===== src/rtl/e1_mfa_pkg.sv =====
package e1_mfa_pkg;

  typedef enum logic [1:0] {
    CRIT_OFF   = 2'b00,
    CRIT_ONE   = 2'b01,
    CRIT_TWO   = 2'b10,
    CRIT_THREE = 2'b11
  } crit_e;

  localparam int SYNC_W = 6;
  localparam logic [SYNC_W-1:0] SYNC_SEQ = 6'b001011;
  localparam int WORD_W = 8;
  localparam int EBIT_W = WORD_W - SYNC_W;

  // matches needed for lock; zero when the search is off
  function automatic logic [1:0] need_count(input logic [1:0] sel);
    return sel;
  endfunction

endpackage


===== src/rtl/e1_mfa_word_det.sv =====
module e1_mfa_word_det
  import e1_mfa_pkg::*;
(
  input  logic              clk,
  input  logic              rst,
  input  logic              frm_stb,
  input  logic              nfas_frm,
  input  logic              ts0_bit,
  output logic              hit,
  output logic [EBIT_W-1:0] ebits
);

  logic [WORD_W-1:0] word_q;
  logic [WORD_W-1:0] word_nxt;
  logic              shift_en;

  assign shift_en = frm_stb & nfas_frm;
  assign word_nxt = {word_q[WORD_W-2:0], ts0_bit};

  always_ff @(posedge clk) begin
    if (rst)
      word_q <= '0;
    else if (shift_en)
      word_q <= word_nxt;
  end

  // the match looks at the word including the bit of this frame
  assign hit   = shift_en && (word_nxt[WORD_W-1:EBIT_W] == SYNC_SEQ);
  assign ebits = word_nxt[EBIT_W-1:0];

endmodule


===== src/rtl/e1_mfa_tracker.sv =====
module e1_mfa_tracker
  import e1_mfa_pkg::*;
#(
  parameter int MF_LEN  = 16,
  parameter int WIN_LEN = 64,
  localparam int IDX_W  = $clog2(MF_LEN),
  localparam int AGE_W  = $clog2(WIN_LEN)
)(
  input  logic              clk,
  input  logic              rst,
  input  logic              frm_stb,
  input  logic              fas_ok,
  input  logic [1:0]        crit_sel,
  input  logic              hit,
  input  logic [EBIT_W-1:0] ebits,
  output logic              mf_lock,
  output logic [IDX_W-1:0]  mf_idx,
  output logic [EBIT_W-1:0] rei_bits
);

  localparam logic [AGE_W-1:0] AGE_LAST = AGE_W'(WIN_LEN - 1);

  logic [IDX_W-1:0] fcnt;
  logic             fas_q;
  logic [1:0]       sel_q;
  logic [1:0]       cand_n, n_nxt;
  logic [IDX_W-1:0] cand_ph, ph_nxt;
  logic [AGE_W-1:0] age, age_nxt;
  logic             drop, searching, expired, lock_now;

  assign drop      = (fas_q & ~fas_ok) | (crit_sel != sel_q);
  assign searching = fas_ok && (crit_sel != CRIT_OFF);
  assign expired   = (cand_n != 2'd0) && (age == AGE_LAST);

  always_comb begin
    n_nxt   = cand_n;
    ph_nxt  = cand_ph;
    age_nxt = age;
    if (cand_n == 2'd0 || expired) begin
      age_nxt = '0;
      if (hit) begin
        n_nxt  = 2'd1;
        ph_nxt = fcnt;
      end else begin
        n_nxt  = 2'd0;
      end
    end else begin
      age_nxt = age + 1'b1;
      if (hit && fcnt == cand_ph)
        n_nxt = cand_n + 2'd1;
    end
  end

  assign lock_now = (n_nxt != 2'd0) && (n_nxt >= need_count(crit_sel));

  // frame counter and edge-detect history
  always_ff @(posedge clk) begin
    if (rst) begin
      fcnt  <= '0;
      fas_q <= 1'b0;
      sel_q <= CRIT_OFF;
    end else begin
      fas_q <= fas_ok;
      sel_q <= crit_sel;
      if (frm_stb)
        fcnt <= fcnt + 1'b1;
    end
  end

  always_ff @(posedge clk) begin
    if (rst || drop) begin
      mf_lock  <= 1'b0;
      mf_idx   <= '0;
      rei_bits <= '0;
      cand_n   <= 2'd0;
      cand_ph  <= '0;
      age      <= '0;
    end else if (mf_lock) begin
      if (frm_stb)
        mf_idx <= mf_idx + 1'b1;
    end else if (!searching) begin
      cand_n <= 2'd0;
      age    <= '0;
    end else if (frm_stb) begin
      if (lock_now) begin
        mf_lock  <= 1'b1;
        mf_idx   <= '1;
        rei_bits <= ebits;
        cand_n   <= 2'd0;
        age      <= '0;
      end else begin
        cand_n  <= n_nxt;
        cand_ph <= ph_nxt;
        age     <= age_nxt;
      end
    end
  end

endmodule


===== src/rtl/e1_crc_mf_search.sv =====
module e1_crc_mf_search
  import e1_mfa_pkg::*;
#(
  parameter int MF_LEN  = 16,
  parameter int WIN_LEN = 64,
  localparam int IDX_W  = $clog2(MF_LEN)
)(
  input  logic             clk,
  input  logic             rst,
  input  logic             frm_stb,
  input  logic             nfas_frm,
  input  logic             ts0_bit,
  input  logic             fas_ok,
  input  logic [1:0]       crit_sel,
  output logic             mf_lock,
  output logic [IDX_W-1:0] mf_idx,
  output logic [1:0]       rei_bits
);

  logic              hit;
  logic [EBIT_W-1:0] ebits;

  e1_mfa_word_det i_det (
    .clk      (clk),
    .rst      (rst),
    .frm_stb  (frm_stb),
    .nfas_frm (nfas_frm),
    .ts0_bit  (ts0_bit),
    .hit      (hit),
    .ebits    (ebits)
  );

  e1_mfa_tracker #(
    .MF_LEN  (MF_LEN),
    .WIN_LEN (WIN_LEN)
  ) i_trk (
    .clk      (clk),
    .rst      (rst),
    .frm_stb  (frm_stb),
    .fas_ok   (fas_ok),
    .crit_sel (crit_sel),
    .hit      (hit),
    .ebits    (ebits),
    .mf_lock  (mf_lock),
    .mf_idx   (mf_idx),
    .rei_bits (rei_bits)
  );

endmodule


===== config.mk =====
export PLATFORM = sky130hd
export DESIGN_NAME = e1_crc_mf_search
export DESIGN_NICKNAME = d
export VERILOG_FILES = /design/src/rtl/e1_mfa_pkg.sv /design/src/rtl/e1_mfa_word_det.sv /design/src/rtl/e1_mfa_tracker.sv /design/src/rtl/e1_crc_mf_search.sv
export SDC_FILE = /design/constraint.sdc
export NUM_CORES = 1
export LEC_CHECK = 0
export BUFFER_PORTS_ARGS = -buffer_cell sky130_fd_sc_hd__buf_2
export CORE_AREA = 2 2 63 65
export DETAILED_ROUTE_END_ITERATION = 7
export DIE_AREA = 0 0 65 67
export HOLD_SLACK_MARGIN = 0.06
export SKIP_LAST_GASP = 1
export SYNTH_ARGS = -nofsm -noshare
export SYNTH_HDL_FRONTEND = slang
export SYNTH_SLANG_ARGS = --single-unit

===== constraint.sdc =====
create_clock -name clk -period 5.3 [get_ports clk]
set_input_delay 0.53 -clock clk [delete_from_list [all_inputs] [get_ports clk]]
set_output_delay 0.53 -clock clk [all_outputs]
set_load 0.005 [all_outputs]

==> run_results.csv <==
group,metric,value,unit
setup_path,worstSetupStartpointType,"primary input",
clock_tree,cts.sinks,33,
run,maxCapViolations,0,
synth,syn-mean-instance-area,9.04,um2
floorplan,core,3610,um2
routing,ant_nets,0,
sta,worst_slack,2050,ps
grt,grt_overflow_total,0,
floorplan,rows,22,
grt,grt_use_met2,0.295,
sta,finalCriticalPeriod,3250,ps
grt,grt_pass1_wl,5.42,mm
power,finalPower,0.473,mW
grt,grtUsageMet3,0.0608,
setup_path,critical_path_class,"primary input to register",
place,place_hpwl,2.33,mm
clock_tree,clk_latency,280,ps
floorplan,die_y,67,um
finish,fin_nets,207,
sta,slew_headroom,0.604,
synth,synth-seq-cells,33,
synth,synth_ff_type,"dfxtp_1",
routing,wl,3.12,mm
synth,yosysSeqAreaShare,0.408,
synth,synth_edf_count,0,
floorplan,die_w,65,um
clock_tree,cts-resized-gates,0,
routing,route.vias.total,1298,
sta,fin_skew,3.99,ps
sta,setup-tns-final,0,ps
sta,final-hold-violation-count,0,
sta,worst_pin_slew,594,ps
floorplan,ios,15,
synth,syn-cell-area,1620,um2
clock_tree,cts.path.max_buffers,2,
min_path,worstHoldPathType,"register to register",
routing,avgViaCountPerCell,5.39,
sta,maxSlewViolCount,0,
setup_path,rr_startpoint,"i_trk.age[0]$_SDFFE_PP0P_",
clock_tree,root_buffer,"clkbuf_8",
power,p_leak,0.711,nW
min_path,hp-start,"i_det.word_q[6]$_SDFFE_PP0P_",
sta,rsz0062_at_grt,"false",
grt,grt_pass1_vias,1257,
clock_tree,tritoncts,"yes",
setup_path,critPathCaptureType,"register",
clock_tree,cts.reportedPaths.clkPinSlew,60,ps
routing,drt-pass1-iter-count,4,
clock_tree,cts.htree.levels,2,
setup_path,ff2ff_setup_slack,2190,ps
setup_path,required,5450,ps
synth,yosysWarningCount,0,
min_path,hold_path_depth,2,
grt,antenna_found_initial,0,
setup_path,crit_arrival,3390,ps
min_path,whs_endpoint,"i_det.word_q[6]$_SDFFE_PP0P_",
clock_tree,cts_setup_buffers,0,
synth,netlist_top_cells_count,"33 x dfxtp_1, 20 x nor2_1, 14 x nand2_1",
clock_tree,numCtsBuffers,5,
run_status,outcome,"completed",
clock_tree,cts_hold_buffers,0,
synth,syn_nets,193,
grt,grt_usage,0.169,
floorplan,start_util,0.449,
synth,synth.distinct_cells,44,
synth,synthCells,179,
place,numPortBuffers,14,
sta,fin_crit_sh,0.613,
synth,ys_async_sr_fraction,0,
power,ir_worst_vdd,0.192,mV
grt,grt_max_degree,19,
finish,drive_gt1_frac,0.166,
routing,post-route-drc-count,0,
synth,synth_area_leader_cell,"dfxtp_1",
grt,grtUsageMet1,0.178,
sta,setup_violations,0,
place,place_congestion,0.810,
setup_path,path_max_fanout,17,
sta,max_freq,308,MHz
floorplan,die-area,4360,um2
setup_path,reg2reg_depth,12,
place,dp_slack,1760,ps
synth,synth_most_common_cell,"dfxtp_1",
power,powerDensity,263,nW/um2
setup_path,reg2reg_to,"i_trk.cand_ph[3]$_SDFFE_PP0P_",
synth,synth_top_area_frac,0.408,
grt,grt.busiest_layer,"met2",
finish,antennaDiodeCount,0,
routing,wire_per_inst,12.9,um
finish,area_growth,11.1,%
synth,synthTopCellsByArea,"dfxtp_1 41%, ha_1 4.6%, nor2_1 4.6%",
routing,first_iter_violations,39,
==> layout by cell type, fill, tap and decap left out, types with 2 or more instances in the layout <==
cell,count
mux2i_1,7
buf_2,14
nor2b_1,4
a21o_1,2
nor3b_1,2
a31o_2,3
nand2_1,14
ha_1,6
nand4_1,3
o31a_1,3
nand3_1,11
dfxtp_1,33
inv_1,4
clkbuf_8,6
a31oi_1,2
and3_1,2
o21bai_1,3
a21oi_1,13
nor3_1,4
o211ai_1,2
a32oi_1,3
xor2_1,5
o21ai_0,2
xnor2_1,5
nor2_1,20
o21ai_1,2
==> flip-flops by register name (all words and copies together) (netlist names) <==
name and flops:
i_det.word_q 7, i_trk.age 6, i_trk.cand_ph 4, i_trk.fcnt 4
i_trk.mf_idx 4, i_trk.cand_n 2, i_trk.rei_bits 2, i_trk.sel_q 2
i_trk.fas_q 1, i_trk.mf_lock 1
==> logic make-up after synthesis <==
group,after synthesis,share of synthesized area
and+or+nand+nor,71,0.236
AOI/OAI and AO/OA,40,0.178
DFF,33,0.408
buffers and inverters,12,0.0340
xor gates and xnor gates,10,0.0541
muxes,7,0.0433
adders and majority gates,6,0.0464
==> worst max-delay path by stage <==
stage                        from                       endpoint  slack, ps  depth (start not counted)
after CTS                 frm_stb  i_trk.cand_ph[1]$_SDFFE_PP0P_       2040                         12
after detailed placement  frm_stb  i_trk.cand_ph[1]$_SDFFE_PP0P_       1760                         12
after global placement    frm_stb  i_trk.cand_ph[0]$_SDFFE_PP0P_       1920                         12
after global routing      frm_stb  i_trk.cand_ph[3]$_SDFFE_PP0P_       1710                         12
final                     frm_stb  i_trk.cand_ph[3]$_SDFFE_PP0P_       2050                         12
after floorplan           frm_stb  i_trk.cand_ph[0]$_SDFFE_PP0P_       2280                         12
==> layout make-up <==
cell class / count / area [um2]
well taps: 48 / 60.1
clock buffers: 7 / 86.3
inverters: 5 / 18.8
fillers: 352 / 1810
multi-input cells: 134 / 902
flip-flops and latches: 33 / 661
repair buffers: 14 / 70.1
==> report_power, final <==
group / switching, mW / leakage (nW) / total, mW / internal [mW]
sequential: 0.00360 / 0.267 / 0.255 / 0.252
clock: 0.0855 / 0.0443 / 0.188 / 0.103
combinational: 0.0180 / 0.399 / 0.0292 / 0.0112
==> per-layer routing <==
layer	vias to the layer above	share of wire
met4	0	0.022
li1	667	-
met3	6	0.035
met5	-	0
met1	606	0.46
met2	19	0.48
==> through the flow <==
stage / area, um2 / utilization / hold WS, ps / cells
6_report: 1800 / 0.499 / 462 / 241
5_1_grt: 1800 / 0.499 / 485 / 241
4_1_cts: 1800 / 0.499 / 467 / 241
3_5_place_dp: 1710 / 0.475 / 458 / 234
3_3_place_gp: 1710 / 0.475 / 445 / 234
2_1_floorplan: 1620 / - / 437 / 179
==> critical path: stages <==
cell and delay (ps):
buf_2 290, nand4_4 110, nor4_1 420, nand2_1 130, o221ai_2 310, inv_2 110, ha_1 270, nand2b_1 140
a21oi_1 430, nand4_1 350, mux2i_1 250, nor2_1 50
Note: power is estimated with default switching activity, not from simulation.
